[src/rtl/srpg_pkg.sv]
package srpg_pkg;

    typedef enum logic [3:0] {
        ST_IDLE,
        ST_HOLD,
        ST_GATE,
        ST_ISO,
        ST_RET,
        ST_OFF,
        ST_PWRUP,
        ST_UNRET,
        ST_UNISO,
        ST_CLKON
    } srpg_state_e;

    typedef struct packed {
        logic hold_req_n;
        logic clk_en;
        logic iso_n;
        logic ret_n;
        logic pwr_off;
    } srpg_ctl_t;

endpackage

[src/rtl/srpg_dwell_timer.sv]
module srpg_dwell_timer #(
    parameter int HOLD_CYCLES = 4
) (
    input  logic clk,
    input  logic rst_n,
    input  logic restart,
    output logic done
);
    localparam int CW = (HOLD_CYCLES > 1) ? $clog2(HOLD_CYCLES) : 1;
    localparam logic [CW-1:0] LAST = CW'((HOLD_CYCLES > 0) ? HOLD_CYCLES - 1 : 0);

    logic [CW-1:0] cnt_q;

    assign done = (cnt_q >= LAST);

    always_ff @(posedge clk or negedge rst_n) begin
        if (!rst_n) begin
            cnt_q <= '0;
        end else if (restart) begin
            cnt_q <= '0;
        end else if (!done) begin
            cnt_q <= cnt_q + 1'b1;
        end
    end
endmodule

[src/rtl/srpg_fsm.sv]
module srpg_fsm
    import srpg_pkg::*;
#(
    parameter bit ALLOW_ABORT = 1'b1
) (
    input  logic      clk,
    input  logic      rst_n,
    input  logic      wake_en,
    input  logic      deep_sleep,
    input  logic      dbg_attached,
    input  logic      hold_ack_n,
    input  logic      wakeup,
    input  logic      pwr_ready,
    input  logic      step_done,
    output logic      restart,
    output srpg_ctl_t ctl
);
    srpg_state_e state_q, state_d;
    logic        abort;

    assign abort   = ALLOW_ABORT && wakeup;
    assign restart = (state_d != state_q);

    always_ff @(posedge clk or negedge rst_n) begin
        if (!rst_n) begin
            state_q <= ST_IDLE;
        end else begin
            state_q <= state_d;
        end
    end

    always_comb begin
        state_d = state_q;
        unique case (state_q)
            ST_IDLE:
                if (wake_en && deep_sleep && !dbg_attached) state_d = ST_HOLD;
            ST_HOLD:
                if (!deep_sleep || dbg_attached)            state_d = ST_IDLE;
                else if (!hold_ack_n && step_done)          state_d = ST_GATE;
            ST_GATE:
                if (abort)                                  state_d = ST_CLKON;
                else if (step_done)                         state_d = ST_ISO;
            ST_ISO:
                if (abort)                                  state_d = ST_UNISO;
                else if (step_done)                         state_d = ST_RET;
            ST_RET:
                if (abort)                                  state_d = ST_UNRET;
                else if (step_done)                         state_d = ST_OFF;
            ST_OFF:
                if (wakeup && step_done)                    state_d = ST_PWRUP;
            ST_PWRUP:
                if (pwr_ready && step_done)                 state_d = ST_UNRET;
            ST_UNRET:
                if (step_done)                              state_d = ST_UNISO;
            ST_UNISO:
                if (step_done)                              state_d = ST_CLKON;
            ST_CLKON:
                if (step_done)                              state_d = ST_IDLE;
            default:                                        state_d = ST_IDLE;
        endcase
    end

    always_comb begin
        ctl = '{hold_req_n: 1'b0, clk_en: 1'b0, iso_n: 1'b0, ret_n: 1'b0, pwr_off: 1'b0};
        unique case (state_q)
            ST_IDLE:  ctl = '{1'b1, 1'b1, 1'b1, 1'b1, 1'b0};
            ST_HOLD:  ctl = '{1'b0, 1'b1, 1'b1, 1'b1, 1'b0};
            ST_GATE:  ctl = '{1'b0, 1'b0, 1'b1, 1'b1, 1'b0};
            ST_ISO:   ctl = '{1'b0, 1'b0, 1'b0, 1'b1, 1'b0};
            ST_RET:   ctl = '{1'b0, 1'b0, 1'b0, 1'b0, 1'b0};
            ST_OFF:   ctl = '{1'b0, 1'b0, 1'b0, 1'b0, 1'b1};
            ST_PWRUP: ctl = '{1'b0, 1'b0, 1'b0, 1'b0, 1'b0};
            ST_UNRET: ctl = '{1'b0, 1'b0, 1'b0, 1'b1, 1'b0};
            ST_UNISO: ctl = '{1'b0, 1'b0, 1'b1, 1'b1, 1'b0};
            ST_CLKON: ctl = '{1'b0, 1'b1, 1'b1, 1'b1, 1'b0};
            default:  ctl = '{1'b1, 1'b1, 1'b1, 1'b1, 1'b0};
        endcase
    end
endmodule

[src/rtl/srpg_sequencer.sv]
module srpg_sequencer
    import srpg_pkg::*;
#(
    parameter int HOLD_CYCLES = 4,
    parameter bit ALLOW_ABORT = 1'b1
) (
    input  logic clk,
    input  logic rst_n,
    input  logic wake_en,
    input  logic deep_sleep,
    input  logic dbg_attached,
    input  logic hold_ack_n,
    input  logic wakeup,
    input  logic pwr_ready,
    output logic hold_req_n,
    output logic clk_en,
    output logic iso_n,
    output logic ret_n,
    output logic pwr_off
);
    logic      restart;
    logic      step_done;
    srpg_ctl_t ctl;

    srpg_dwell_timer #(
        .HOLD_CYCLES(HOLD_CYCLES)
    ) u_timer (
        .clk     (clk),
        .rst_n   (rst_n),
        .restart (restart),
        .done    (step_done)
    );

    srpg_fsm #(
        .ALLOW_ABORT(ALLOW_ABORT)
    ) u_fsm (
        .clk          (clk),
        .rst_n        (rst_n),
        .wake_en      (wake_en),
        .deep_sleep   (deep_sleep),
        .dbg_attached (dbg_attached),
        .hold_ack_n   (hold_ack_n),
        .wakeup       (wakeup),
        .pwr_ready    (pwr_ready),
        .step_done    (step_done),
        .restart      (restart),
        .ctl          (ctl)
    );

    assign hold_req_n = ctl.hold_req_n;
    assign clk_en     = ctl.clk_en;
    assign iso_n      = ctl.iso_n;
    assign ret_n      = ctl.ret_n;
    assign pwr_off    = ctl.pwr_off;
endmodule

[config.mk]
export PLATFORM = sky130hd
export DESIGN_NAME = srpg_sequencer
export DESIGN_NICKNAME = d
export VERILOG_FILES = /design/src/rtl/srpg_pkg.sv /design/src/rtl/srpg_dwell_timer.sv /design/src/rtl/srpg_fsm.sv /design/src/rtl/srpg_sequencer.sv
export SDC_FILE = /design/constraint.sdc
export NUM_CORES = 1
export LEC_CHECK = 0
export BUFFER_PORTS_ARGS = -buffer_cell sky130_fd_sc_hd__buf_2
export CORE_AREA = 2 2 39 41
export DETAILED_ROUTE_END_ITERATION = 8
export DIE_AREA = 0 0 41 43
export PLACE_DENSITY = 0.6
export SLEW_MARGIN = 25
export SYNTH_ARGS = -nofsm -noshare
export SYNTH_HDL_FRONTEND = slang
export SYNTH_SLANG_ARGS = --single-unit
[constraint.sdc]
create_clock -name clk -period 2 [get_ports clk]
set_input_delay 0.4 -clock clk [delete_from_list [all_inputs] [get_ports clk]]
set_output_delay 0.4 -clock clk [all_outputs]
set_load 0.02 [all_outputs]
---- Yosys cells after proc, flatten, opt, wreduce, memory -nomap -nowiden ----
Memory sizes are Yosys's and may differ from the RTL's.
Index checks and enable logic that the tools add are counted.
cells by class
  add/subtract/negate cells ............... 1
  $lt $le $gt $ge ......................... 1
  eq/ne operators ......................... 11
  multiplexer cells ....................... 17
  reduce and logical (&&, ||, !) cells .... 10
operator list
  operator                                       count
  2-to-1 mux 4 bit                               14
  case mux 4 bit (10 select lines)               1
  == test 4 x 3 -> 1 bit, second input constant  4
  == test 4 x 2 -> 1 bit, second input constant  2
  == test 4 bit, second input constant           2
  logical AND 1 bit                              5
  == test 4 x 1 -> 1 bit, second input constant  1
  logical NOT 4 bit                              1
  2-to-1 mux 2 bit                               2
  inequality test 4 bit                          1
  logical NOT 1 bit                              3
  adder 2 x 1 -> 2 bit, second input constant    1
  >= comparator 2 bit, second input constant     1
  inequality test 2 bit, second input constant   1
  logical OR 1 bit                               1
word-level totals
  bits in registers ....................... 6
  ROM bits ................................ 80
  input port bits ......................... 8
  output and inout bits ................... 5
  logic and storage cells ................. 43
  memories kept ........................... 1
memory list
  name              depth  bits a word  rd ports  clocked after Yosys merged registers in  write ports  RTL line        RTL
  (name not given)  16     5            1         0                                        0            srpg_fsm.sv:65  unique case (state_q)

---- Longest topological paths before layout ----
  word-level depth ........................ 7
  gate-level depth with buffers ........... 7
  gate-level depth less buffers ........... 6

---- Cells and area by module ----
A second synthesis with hierarchy kept.
second synthesis, totals
  cell total of the unflattened synthesis .. 74
  area, all modules ....................... 560.5 sq um
by module, submodules not included
  module            instances  cells an instance  area an instance (sq um)
  srpg_fsm          1          67                 471.7
  srpg_dwell_timer  1          7                  88.8

---- Worst setup path after synthesis ----
No wires, ideal clock.
  path type ............................... register -> register
  from .................................... register u_timer.cnt_q[0]
  to ...................................... register u_timer.cnt_q[0]
  arrival ................................. 1.615 ns
  slack ................................... 0.244 ns
  stages on the path, launching flop included .. 8
  path buffers ............................ 1
  clock period less this slack ............ 1.756 ns
  cell sequence ........................... dfrtp_1 > ha_1 > buf_4 > nand2b_1 > a2111oi_0 > a311o_1 > o32a_1 > nor4_1
between the ends
  cells in the longest elaborated chain, start to end .. 7
RTL lines
  item                                                                        RTL line                RTL
  from (decl)                                                                 srpg_dwell_timer.sv:12  logic [CW-1:0] cnt_q;
  from (signal assigned)                                                      srpg_dwell_timer.sv:22  cnt_q <= cnt_q + 1'b1;
  >= comparator 2 bit *                                                       srpg_dwell_timer.sv:14  assign done = (cnt_q >= LAST);
  logical AND 1 bit                                                           srpg_fsm.sv:39          else if (!hold_ack_n && step_done) state_d = ST_GATE;
  2-to-1 mux 4 bit                                                            srpg_fsm.sv:39
  2-to-1 mux 4 bit                                                            srpg_fsm.sv:38          if (!deep_sleep || dbg_attached) state_d = ST_IDLE;
  case mux 4 bit (10 select lines) *                                          srpg_fsm.sv:34          unique case (state_q)
  via u_fsm.state_d[1]                                                        srpg_fsm.sv:18          srpg_state_e state_q, state_d;
  inequality test 4 bit *                                                     srpg_fsm.sv:22          assign restart = (state_d != state_q);
  inequality test 2 bit (no line) / 2-to-1 mux 2 bit (equally long branches)  -
Mark *: on every way through the listed nets, which the timed path passes. The rest lies on a longest branch. The select of a mux whose other input is x is not followed.
A chain may end at the register's enable or synchronous reset.

---- Final worst setup path ----
  from .................................... register u_fsm.state_q[3]
  to ...................................... register u_timer.cnt_q[0]
between the ends
  cells in the longest elaborated chain, start to end .. 5
RTL lines
  item                                                                        RTL line        RTL
  from (decl)                                                                 srpg_fsm.sv:18
  from (signal assigned)                                                      srpg_fsm.sv:28  state_q <= state_d;
  2-to-1 mux 4 bit (on tied branches) (2 in series)                           -
  case mux 4 bit (10 select lines)                                            srpg_fsm.sv:34
  inequality test 4 bit *                                                     srpg_fsm.sv:22
  inequality test 2 bit (no line) / 2-to-1 mux 2 bit (equally long branches)  -
Mark *: on every way between the ends. The rest lies on a longest branch, timed or not.

==> results by group <==
Placement
  • Port Buffer Count: 12
  • Gpl congestion: 0.7856
  • Post-detailed-placement half-perimeter wirelength: 1011 µm

Critical path
  • Required time of the worst setup path: 2.14 ns
  • Critical R2R Capture: u_timer.cnt_q[0]
  • Worst endpoint data arrival time: 2.03 ns
  • R2R Path Start: u_fsm.state_q[3]
  • Launching element type of the critical path: flop
  • Start-to-end type of the worst setup path: reg2reg
  • Crit path capture type: flop
  • Critical path peak fanout: 13
  • Register-to-register setup slack: 0.11 ns
  • Cell depth of the worst flop-to-flop path: 5

Route
  • Iteration count of the initial detailed-routing pass: 4
  • DRC violation count after routing: 0
  • Total number of vias: 550
  • DRT Wirelength: 1302 µm
  • Via-per-instance ratio: 5.729
  • Routed wirelength normalized by instance count: approximately 14 µm
  • Starting DRT DRC Count: 13
  • Antenna violation net count after detailed routing: 0

Die
  • Die width: 41 µm
  • Core Box Area: 1384 µm²
  • Row count: 14
  • Die Footprint: 1763 µm²
  • Starting utilization of the core area: between 30% and 40%
  • Die Height: 43 µm
  • Number of primary I/O pins: 13

GRT
  • Initial antenna violation count: 0
  • Pin count of the biggest net entering global routing: 14
  • Gr ovfl total: 0
  • Total GRT Usage: between 15 and 20%
  • Wire length of the first global-routing pass: around 2000 µm
  • Via count of the first global-routing pass: 476

Clock tree
  • Clock insertion delay at the later pin of the skew report: between 0.2 and 0.25 ns
  • Total clock buffers created by CTS: 3
  • Max Buffers Root-to-Sink: 2
  • Buffers inserted by post-CTS timing repair: 0
  • Clock tree from TritonCTS: built
  • Master cell of the clock root buffer: sky130_fd_sc_hd__clkbuf_4
  • Deepest level of the CTS H-tree: 1
  • Sinks on the clock net: 6
  • Clock-pin slew on the worst setup and hold paths: 0.04 ns

Finish
  • Area added between synthesis and finish: 23.29%
  • Sequential Area: between 150 and 200 µm²
  • Multi-input combinational cell area: 367.9 µm²
  • Fraction of layout cells with a size suffix above 1: roughly 30%
  • Final core utilization: about half
  • Antenna diodes: 0
  • Fill count: between 100 and 150
  • Final Net Count: 92

Pwr
  • Peak ir drop on the vdd network: 0.4877 mV
  • Power density relative to cell area: 1198 nW/µm²
  • Static power due to leakage: around 0.30 nW

STA
  • Post-Route Setup TNS: 0 ns
  • Final critical-path share of the clock period: 94.50%
  • Final setup viols: 0
  • Final-report hold violation count: 0
  • Setup repair after global routing missed its margin: false
  • Final critical delay including setup and external delays: 1.890 ns
  • Max-slew violation count: 0
  • Transition time at the pin with the least slew margin: slightly above 0.7 ns
  • Final clock skew: 0.002751 ns
  • Fmax: 529.1 MHz
  • Tightest slew margin relative to the limit: 51.59%

Yosys
  • Synth unique cells: 32
  • Top-area cell type share of the netlist area: 27.40%
  • Synth top cells by count: sky130_fd_sc_hd__dfrtp_1 (6), sky130_fd_sc_hd__nand2_1 (6)
  • Cell types occupying the most area after synthesis: sky130_fd_sc_hd__dfrtp_1 (27%), sky130_fd_sc_hd__ha_1 (4.6%), sky130_fd_sc_hd__nand2b_1 (4.6%)
  • Sequential cell area fraction in the yosys report: around 27%
  • Combined area of all synthesized cells: 548.0 µm²
  • Ys async rst share: 100.0%
  • Cell type with the highest aggregate area in the netlist: sky130_fd_sc_hd__dfrtp_1
  • Net count after synthesis: 75
  • Syn_area_per_cell: 8.431 µm²
  • Warning count from the yosys run: 0
  • Number of instances in the synthesized netlist: 65
  • Top FF cell, synth: sky130_fd_sc_hd__dfrtp_1
  • Count of flip-flops with a built-in enable after synthesis: 0
  • Post-synthesis register bit count: 6

Job
  • Count of maximum capacitance violations: 0

Min path
  • Tightest Hold Check Type: in2async

Run status
  • Result of the run: finished, final reports clean
## where the power goes
| group | total, mW | internal [mW] | leakage, nW | switching (mW) |
|---|---|---|---|---|
| clock | 0.106 | 0.0675 | 0.0138 | 0.0387 |
| sequential | 0.234 | 0.166 | 0.0778 | 0.0680 |
| combinational | 0.469 | 0.202 | 0.211 | 0.267 |
| total | 0.809 | 0.436 | 0.303 | 0.374 |
## layout by cell type, fill, tap and decap left out
master | Yosys | layout
sky130_fd_sc_hd__inv_1 | 4 | 4
sky130_fd_sc_hd__mux2i_1 | 1 | 1
sky130_fd_sc_hd__nor4_2 | 1 | 1
sky130_fd_sc_hd__a21o_1 | 2 | 2
sky130_fd_sc_hd__o32a_1 | 1 | 1
sky130_fd_sc_hd__a221o_1 | 1 | 1
sky130_fd_sc_hd__nor2_2 | 0 | 1
sky130_fd_sc_hd__o2111ai_1 | 1 | 1
sky130_fd_sc_hd__buf_4 | 2 | 4
sky130_fd_sc_hd__o32ai_1 | 1 | 1
sky130_fd_sc_hd__nor4_1 | 2 | 2
sky130_fd_sc_hd__dfrtp_1 | 6 | 6
sky130_fd_sc_hd__nand3_1 | 1 | 1
sky130_fd_sc_hd__a31oi_1 | 2 | 2
sky130_fd_sc_hd__nor4bb_1 | 1 | 1
sky130_fd_sc_hd__dlygate4sd3_1 | 0 | 1
sky130_fd_sc_hd__a311o_1 | 1 | 1
sky130_fd_sc_hd__nor2_1 | 4 | 3
sky130_fd_sc_hd__clkbuf_4 | 0 | 3
sky130_fd_sc_hd__ha_1 | 2 | 2
sky130_fd_sc_hd__and4b_1 | 1 | 1
sky130_fd_sc_hd__and2_1 | 2 | 2
sky130_fd_sc_hd__and2b_1 | 1 | 1
sky130_fd_sc_hd__a2111oi_4 | 0 | 1
sky130_fd_sc_hd__nand2b_1 | 4 | 4
sky130_fd_sc_hd__mux2_2 | 1 | 1
sky130_fd_sc_hd__o221ai_1 | 1 | 1
sky130_fd_sc_hd__nand2b_2 | 1 | 1
sky130_fd_sc_hd__buf_2 | 3 | 12
sky130_fd_sc_hd__nand2_1 | 6 | 6
sky130_fd_sc_hd__a21oi_1 | 4 | 4
sky130_fd_sc_hd__nor3_1 | 2 | 2
sky130_fd_sc_hd__a2111oi_0 | 1 | 1
sky130_fd_sc_hd__o21ai_0 | 2 | 2
sky130_fd_sc_hd__xor2_1 | 2 | 2
## routing by layer
metal  share of wire, %  GRT usage [%]  vias to the layer above
met5                  0              0                        -
met4                  0          6.667                        0
met3                3.3          4.712                        0
met2                 52          25.94                       10
met1                 45          20.46                      267
li1                   -              -                      273
## cell type report
cell class                      count  share of cell area, %
Multi-Input combinational cell     50                  54.44
Sequential cell                     6                  22.22
Inverter                            4                  2.222
Tap cell                           16                  2.963
Clock buffer                        3                  3.333
Timing Repair Buffer               17                  14.81
## stage by stage
| stage | instance area, µm² | power, mW | setup WS, ns | hold WS (ns) | cells |
|---|---|---|---|---|---|
| floorplan | 548.0 | 0.5690 | 0.2437 | 0.1044 | 65 |
| global placement | 628.1 | 0.6738 | 0.1165 | 0.2279 | 92 |
| detailed placement | 628.1 | 0.6789 | 0.08887 | 0.2311 | 92 |
| CTS | 660.6 | 0.7971 | 0.03987 | 0.5017 | 96 |
| global route | 675.6 | 0.8726 | 0.007525 | 0.5205 | 96 |
| finish | 675.6 | 0.8095 | 0.1101 | 0.5103 | 96 |
## flip-flops by register name (all words and copies together), names as in the netlist
signal         count
u_fsm.state_q      4
u_timer.cnt_q      2
## cell families after synthesis
kind of cell	count (synthesis)	synth area share, %
muxes	2	3.881
DFF	6	27.40
buffers and inverters	9	8.217
adders and majority gates	2	4.565
and+or+nand+nor	26	27.62
xor gates and xnor gates	2	3.197
AOI/OAI and AO/OA	18	25.11
## repair_timing
item                                   CTS  global route
hold buffers                             1             0
gates resized for setup                  0             2
setup endpoints to repair                0             3
endpoints found under the hold margin    6             0
## critical path, cell delays in order, from the launching register on
cell and delay (ns):
sky130_fd_sc_hd__dfrtp_1 0.51, sky130_fd_sc_hd__nor4bb_1 0.40, sky130_fd_sc_hd__a21oi_1 0.08, sky130_fd_sc_hd__o221ai_1 0.39
sky130_fd_sc_hd__a2111oi_4 0.12, sky130_fd_sc_hd__nor4_1 0.29
## worst max path at each step
stage                          start                to  slack (ns)  depth (start not counted)
finish              u_fsm.state_q[3]  u_timer.cnt_q[0]        0.11                          5
global route        u_fsm.state_q[3]  u_timer.cnt_q[1]       0.008                          5
CTS                 u_fsm.state_q[1]            clk_en        0.04                          5
detailed placement  u_timer.cnt_q[0]  u_timer.cnt_q[0]        0.09                          6
global placement    u_timer.cnt_q[0]  u_timer.cnt_q[0]        0.12                          6
floorplan           u_timer.cnt_q[0]  u_timer.cnt_q[0]        0.24                          7
Power figures use the tool's default switching activity.
